File: src/rtl/isc_gate_pkg.sv
package isc_gate_pkg;
  localparam int CODE_W = 4;
  localparam int N_OPS  = 4;

  typedef enum logic [CODE_W-1:0] {
    CMD_NOP        = 4'd0,
    CMD_ENABLE     = 4'd1,
    CMD_DISABLE    = 4'd2,
    CMD_CLEAR      = 4'd3,
    CMD_PROGRAM    = 4'd4,
    CMD_ERASE      = 4'd5,
    CMD_VERIFY     = 4'd6,
    CMD_READ       = 4'd7,
    CMD_CHIP_ERASE = 4'd8
  } cmd_e;

  localparam logic [CODE_W-1:0] OP_BASE = CMD_PROGRAM;
endpackage

File: src/rtl/isc_enable_reg.sv
module isc_enable_reg #(
  parameter int REG_W = 8
) (
  input  logic             clk,
  input  logic             rst,
  input  logic             wr,
  input  logic [REG_W-1:0] wdata,
  output logic [REG_W-1:0] q
);
  localparam logic [REG_W-1:0] KEEP_MASK = REG_W'(1);

  always_ff @(posedge clk) begin
    if (rst)     q <= '0;
    else if (wr) q <= wdata & KEEP_MASK;
  end
endmodule

File: src/rtl/isc_session.sv
module isc_session
  import isc_gate_pkg::*;
(
  input  logic              clk,
  input  logic              rst,
  input  logic              dedicated,
  input  logic              port_on,
  input  logic              accept,
  input  logic [CODE_W-1:0] code,
  input  logic              od_sel,
  input  logic              flash_err,
  input  logic              erase_done,
  input  logic              sec_cfg,
  output logic              active_q,
  output logic              od_q,
  output logic              err_q,
  output logic              sec_q,
  output logic              active_d,
  output logic              od_d,
  output logic              err_d
);
  cmd_e cmd;
  logic is_en, is_dis, is_clr, hard_rst;
  logic sec_d;

  assign cmd      = cmd_e'(code);
  assign is_en    = accept && (cmd == CMD_ENABLE);
  assign is_dis   = accept && (cmd == CMD_DISABLE);
  assign is_clr   = accept && (cmd == CMD_CLEAR);
  assign hard_rst = rst && !dedicated;

  always_comb begin
    if (hard_rst || !port_on) active_d = 1'b0;
    else if (is_en)           active_d = 1'b1;
    else if (is_dis)          active_d = 1'b0;
    else                      active_d = active_q;
  end

  always_comb begin
    if (hard_rst || is_dis) od_d = 1'b0;
    else if (is_en)         od_d = od_sel;
    else                    od_d = od_q;
  end

  // Session end and reset dominate; an error beats a same-cycle clear.
  always_comb begin
    if (rst || !active_d)           err_d = 1'b0;
    else if (active_q && flash_err) err_d = 1'b1;
    else if (is_clr)                err_d = 1'b0;
    else                            err_d = err_q;
  end

  always_comb begin
    if (rst)             sec_d = sec_cfg;
    else if (erase_done) sec_d = 1'b0;
    else                 sec_d = sec_q;
  end

  always_ff @(posedge clk) begin
    active_q <= active_d;
    od_q     <= od_d;
    err_q    <= err_d;
    sec_q    <= sec_d;
  end
endmodule

File: src/rtl/isc_permit.sv
module isc_permit
  import isc_gate_pkg::*;
(
  input  logic              clk,
  input  logic              rst,
  input  logic              accept,
  input  logic              active_q,
  input  logic              sec_q,
  input  logic [CODE_W-1:0] code,
  output logic [N_OPS-1:0]  permit_o,
  output logic              chip_o,
  output logic              reject_o
);
  logic             live;
  logic [N_OPS-1:0] hit;

  assign live = accept && active_q;

  for (genvar i = 0; i < N_OPS; i++) begin : g_op
    assign hit[i] = live && (code == OP_BASE + CODE_W'(i));
    always_ff @(posedge clk) begin
      if (rst && !active_q) permit_o[i] <= 1'b0;
      else                  permit_o[i] <= hit[i] && !sec_q;
    end
  end

  always_ff @(posedge clk) begin
    if (rst && !active_q) begin
      chip_o   <= 1'b0;
      reject_o <= 1'b0;
    end else begin
      chip_o   <= live && (cmd_e'(code) == CMD_CHIP_ERASE);
      reject_o <= (|hit) && sec_q;
    end
  end
endmodule

File: src/rtl/isc_pin_drv.sv
module isc_pin_drv (
  input  logic clk,
  input  logic active_d,
  input  logic od_d,
  input  logic level_d,
  output logic pin_o,
  output logic pin_oe
);
  always_ff @(posedge clk) begin
    if (!active_d) begin
      pin_o  <= 1'b1;
      pin_oe <= 1'b0;
    end else if (od_d) begin
      pin_o  <= 1'b0;
      pin_oe <= !level_d;
    end else begin
      pin_o  <= level_d;
      pin_oe <= 1'b1;
    end
  end
endmodule

File: src/rtl/isc_status_gate.sv
module isc_status_gate
  import isc_gate_pkg::*;
#(
  parameter int REG_W = 8
) (
  input  logic              clk,
  input  logic              rst,
  input  logic              port_dedicated,
  input  logic              sec_cfg,
  input  logic              en_wr,
  input  logic [REG_W-1:0]  en_wdata,
  output logic [REG_W-1:0]  en_rdata,
  input  logic              cmd_valid,
  input  logic [CODE_W-1:0] cmd_code,
  input  logic              cmd_od,
  input  logic              flash_busy,
  input  logic              sec_wr_busy,
  input  logic              flash_err,
  input  logic              chip_erase_done,
  output logic              rdy_o,
  output logic              rdy_oe,
  output logic              flt_o,
  output logic              flt_oe,
  output logic [N_OPS-1:0]  permit_o,
  output logic              permit_chip_o,
  output logic              reject_o,
  output logic              secured_o
);
  localparam int N_PINS = 2;

  logic [REG_W-1:0] en_q;
  logic port_on, accept;
  logic active_q, od_q, err_q, sec_q;
  logic active_d, od_d, err_d;
  logic [N_PINS-1:0] lvl, pin_v, pin_e;

  isc_enable_reg #(.REG_W(REG_W)) u_enreg (
    .clk(clk), .rst(rst), .wr(en_wr), .wdata(en_wdata), .q(en_q)
  );

  assign en_rdata = en_q;
  assign port_on  = port_dedicated || en_q[0];
  assign accept   = cmd_valid && port_on && !(rst && !port_dedicated);

  isc_session u_sess (
    .clk(clk), .rst(rst), .dedicated(port_dedicated), .port_on(port_on),
    .accept(accept), .code(cmd_code), .od_sel(cmd_od),
    .flash_err(flash_err), .erase_done(chip_erase_done), .sec_cfg(sec_cfg),
    .active_q(active_q), .od_q(od_q), .err_q(err_q), .sec_q(sec_q),
    .active_d(active_d), .od_d(od_d), .err_d(err_d)
  );

  isc_permit u_perm (
    .clk(clk), .rst(rst), .accept(accept), .active_q(active_q),
    .sec_q(sec_q), .code(cmd_code), .permit_o(permit_o),
    .chip_o(permit_chip_o), .reject_o(reject_o)
  );

  assign lvl[0] = !(flash_busy || sec_wr_busy);
  assign lvl[1] = !err_d;

  for (genvar p = 0; p < N_PINS; p++) begin : g_pin
    isc_pin_drv u_drv (
      .clk(clk), .active_d(active_d), .od_d(od_d), .level_d(lvl[p]),
      .pin_o(pin_v[p]), .pin_oe(pin_e[p])
    );
  end

  assign rdy_o     = pin_v[0];
  assign rdy_oe    = pin_e[0];
  assign flt_o     = pin_v[1];
  assign flt_oe    = pin_e[1];
  assign secured_o = sec_q;
endmodule

File: config.mk
export PLATFORM = sky130hd
export DESIGN_NAME = isc_status_gate
export DESIGN_NICKNAME = d
export VERILOG_FILES = /design/src/rtl/isc_gate_pkg.sv /design/src/rtl/isc_enable_reg.sv /design/src/rtl/isc_session.sv /design/src/rtl/isc_permit.sv /design/src/rtl/isc_pin_drv.sv /design/src/rtl/isc_status_gate.sv
export SDC_FILE = /design/constraint.sdc
export NUM_CORES = 1
export LEC_CHECK = 0
export BUFFER_PORTS_ARGS = -buffer_cell sky130_fd_sc_hd__clkbuf_2
export CAP_MARGIN = 25
export CORE_MARGIN = 5
export CORE_UTILIZATION = 39
export CTS_CLUSTER_DIAMETER = 60
export DETAILED_ROUTE_END_ITERATION = 8
export HOLD_SLACK_MARGIN = 0.02
export PLACE_DENSITY = 0.75
export SYNTH_ARGS = -nofsm -noshare
export SYNTH_HDL_FRONTEND = slang
export SYNTH_SLANG_ARGS = --single-unit
export TNS_END_PERCENT = 30
File: constraint.sdc
create_clock -name clk -period 1.7 [get_ports clk]
set_clock_uncertainty 0.1 [all_clocks]
set_input_delay 0.255 -clock clk [delete_from_list [all_inputs] [get_ports clk]]
set_output_delay 0.255 -clock clk [all_outputs]
set_load 0.02 [all_outputs]
==> reports/results.tsv <==
stage	metric	value	unit
floorplanning	die_area	0.00253	mm^2
setup_path	endpoint_kind	flip-flop	
routing	top_layer	met4	
synth	ys_types	26	
timing	fin_crit	1.59	ns
place	port_buffers	27	
cells_and_area	drive_above_1_share	0.380	
setup_path	crit_start	u_enreg.q[0]$_SDFFE_PP0P_	
floorplanning	die_w	50.3	um
cells_and_area	stdcell_area	796	um^2
place	placed_area	762	um^2
cells_and_area	fin_util	0.522	
synth	yosysWarnings	0	
floorplanning	core-area	0.00152	mm^2
clocking	numCtsBuffers	3	
timing	drv_slew	0	
grt	grt_pass1_vias	498	
timing	final-hold-violation-count	0	
synth	synth-xor-area-share	0	
setup_path	cp.required	1.76	ns
floorplanning	start_util	0.415	
hold_path	hold_class	in2reg	
routing	drtIter0Drc	12	
routing	wl_met1	484	um
setup_path	reg2reg_from	u_enreg.q[0]$_SDFFE_PP0P_	
clocking	cts.sinks	15	
routing	met2RoutedLength	689	um
synth	synthCells	70	
power	p_leak	0.000392	uW
grt	grt_overflow	0	
place	dp_hpwl	1100	um
cells_and_area	n_antenna_cell	0	
setup_path	crit_path_start_kind	flip-flop	
synth	ys_seq_area_frac	0.490	
routing	via_count	563	
synth	yosysMostFrequentCell	dfxtp_1	
setup_path	path_cells	nor2b_4, o211ai_2, or3_1, a32oi_2, a21oi_1	
clocking	cts_tree	built	
synth	ys.flop_type	dfxtp_1	
synth	async_flop_share	0	
power	p_per_area	867	mW/mm^2
routing	wl_per_cell	11.3	um
run	drv_cap	0	
routing	detail_route.vias_per_cell	4.85	
power	sw_frac_of_total	0.274	
floorplanning	fp-row-count	14	
synth	synth_top_family_by_area	simple AND/OR/NAND/NOR gates	
place	gp_congestion	0.706	
synth	synth_compound_area_frac	0.152	
hold_path	hold_depth	2	
synth	synth_edf_count	1	
grt	grt_max_degree	10	
grt	grt_util_all_layers	0.102	
grt	grt_pass1_wl	2020	um
clocking	clk_pin_slew_worst_paths	0.09	ns
timing	rsz0062_at_grt	no	
synth	yosys.area.top_type	dfxtp_1	
place	place_inst	112	
setup_path	r2r_slack	0.11	ns
timing	hold-worst-slack	0.0710	ns
synth	yosysTopAreaCellShare	0.443	
synth	synthTopCellsByArea	dfxtp_1 44%, buf_4 8.3%, edfxtp_1 4.7%	
timing	max_freq	630	MHz
synth	synthAdderAreaFrac	0	
power	p_int	501	uW
power	p_clk_frac	0.287	
setup_path	path_max_fanout	5	
synth	synth_mux_area_frac	0.0158	
clocking	cts_root_buf	clkbuf_4	
cells_and_area	nets	124	
cells_and_area	syn_to_final_growth	25.7	%
power	peakVddDrop	0.000275	V
power	comb_power_share	0.162	
power	seqPwrFrac	0.551	
clocking	clock_latency	0.28	ns
synth	synth_common_cells	14 x dfxtp_1, 7 x buf_4, 6 x nand2_1, 6 x nor2_1, 5 x inv_1	
setup_path	r2r_cells	5	
floorplanning	die_h	50.3	um
clocking	clk_path_buf_depth	2	
synth	synthSimpleGateAreaFrac	0.217	
timing	finalSetupViolCount	0	
setup_path	crit_type	reg2reg	
setup_path	max_stage_delay	0.34	ns
synth	synth-seq-cells	15	
routing	drcViolationCount	0	
clocking	cts_setup_buffers	0	
grt	antenna_found_initial	0	
clocking	htreeDepth	1	
routing	route.met3.wl	119	um
status	status	complete, no violations	
setup_path	arrival	1.65	ns
routing	antenna_left	0	
routing	wl	1310	um
setup_path	cp-endpoint	g_pin[0].u_drv.pin_oe$_SDFF_PN0_	
power	switchingPower	189	uW
timing	period_share	0.934	
floorplanning	io_pins	42	
synth	syn_area	633	um^2
setup_path	r2r-end	g_pin[0].u_drv.pin_oe$_SDFF_PN0_	
routing	drtPass1Iterations	4	
synth	synth_area_per_cell	9.04	um^2
cells_and_area	final_cell_count_no_fill	116	
setup_path	cp_slowest_cell	dfxtp_2	
[area by class of cell]
| class | count | area, um^2 |
|---|---|---|
| clock buffer | 3 | 22.5 |
| clock inverter | 1 | 5.00 |
| fill | 146 | 728 |
| inverter | 5 | 18.8 |
| multi-input combinational | 48 | 275 |
| sequential | 15 | 312 |
| tap | 16 | 20.0 |
| timing repair buffer | 28 | 143 |
[how the worst min path moves through the flow]
stage / startpoint / end / slack (ns)
final: sec_wr_busy / g_pin[0].u_drv.pin_o$_SDFF_PN1_ / 0.07
after global routing: flash_busy / g_pin[0].u_drv.pin_o$_SDFF_PN1_ / 0.07
after global placement: cmd_code[2] / u_perm.chip_o$_SDFF_PP0_ / 0.36
after detailed placement: sec_wr_busy / g_pin[0].u_drv.pin_o$_SDFF_PN1_ / 0.37
after floorplan: rst / u_enreg.q[0]$_SDFFE_PP0P_ / 0.23
after CTS: sec_wr_busy / g_pin[0].u_drv.pin_o$_SDFF_PN1_ / 0.07
[per-layer routing]
layer  up-vias  GRT usage
met3         2     0.0178
met4         0     0.0511
met5         -          0
li1        285          -
met2        25      0.184
met1       251      0.112
[critical path: cells and delay by family (launching register included)]
family | cells | cell delay, ns
AO/OA/AOI/OAI | 3 | 0.54
AND/OR/NAND/NOR | 2 | 0.50
flip-flops | 1 | 0.34
[cell families (layout without fill, tap and decap cells)]
group	Yosys count	after routing
flops	15	15
other cells	1	7
simple gates	27	27
mux	1	1
buf+inv	13	37
compound gates	13	13
[power by group through the flow]
stage | Clock (uW) | Combinational [uW] | Sequential [uW]
after floorplan | 0 | 72.9 | 396
after global placement | 0 | 108 | 387
after detailed placement | 0 | 111 | 388
after CTS | 208 | 112 | 380
after global routing | 222 | 122 | 381
final | 198 | 112 | 380
[cell usage in the layout (no fill, tap or decap)]
master / instances
mux2i_1: 1
a41oi_1: 1
nor3_1: 4
a21oi_1: 3
or2_2: 2
dfxtp_1: 13
or3_1: 2
nor2b_4: 1
buf_4: 1
conb_1: 7
nor2_1: 6
and2_1: 2
clkbuf_4: 3
and3_1: 2
o22a_1: 1
dfxtp_2: 1
o211ai_2: 1
clkinv_2: 1
inv_1: 5
nor4b_1: 1
edfxtp_1: 1
o31ai_1: 1
a21o_1: 1
clkbuf_2: 27
o21ai_1: 1
o21ai_0: 3
nand3_1: 1
a32oi_2: 1
nand2_1: 6
[per-stage QoR]
step	setup WS, ns	setup TNS [ns]	power [uW]
finish	0.112	0	690
global route	0.0221	0	725
CTS	0.00355	0	700
detailed placement	-0.00406	-0.00406	499
global placement	0.0338	0	495
floorplan	0.00933	0	469
[registers in the layout (all words and copies together), names as in the netlist]
signal	count
u_perm.chip_o	1
u_perm.reject_o	1
u_sess.od_q	1
u_sess.sec_q	1
g_pin.u_drv.pin_o	2
u_sess.active_q	1
g_pin.u_drv.pin_oe	2
u_enreg.q	1
u_perm.permit_o	4
u_sess.err_q	1
[what timing repair did]
| action | 4_1_cts | 5_1_grt |
|---|---|---|
| hold buffers | 0 | 0 |
| endpoints found under the setup margin | 0 | 4 |
| resized for setup | 0 | 2 |
| endpoints found under the hold margin | 0 | 0 |
(Power assumes the default switching activity.)
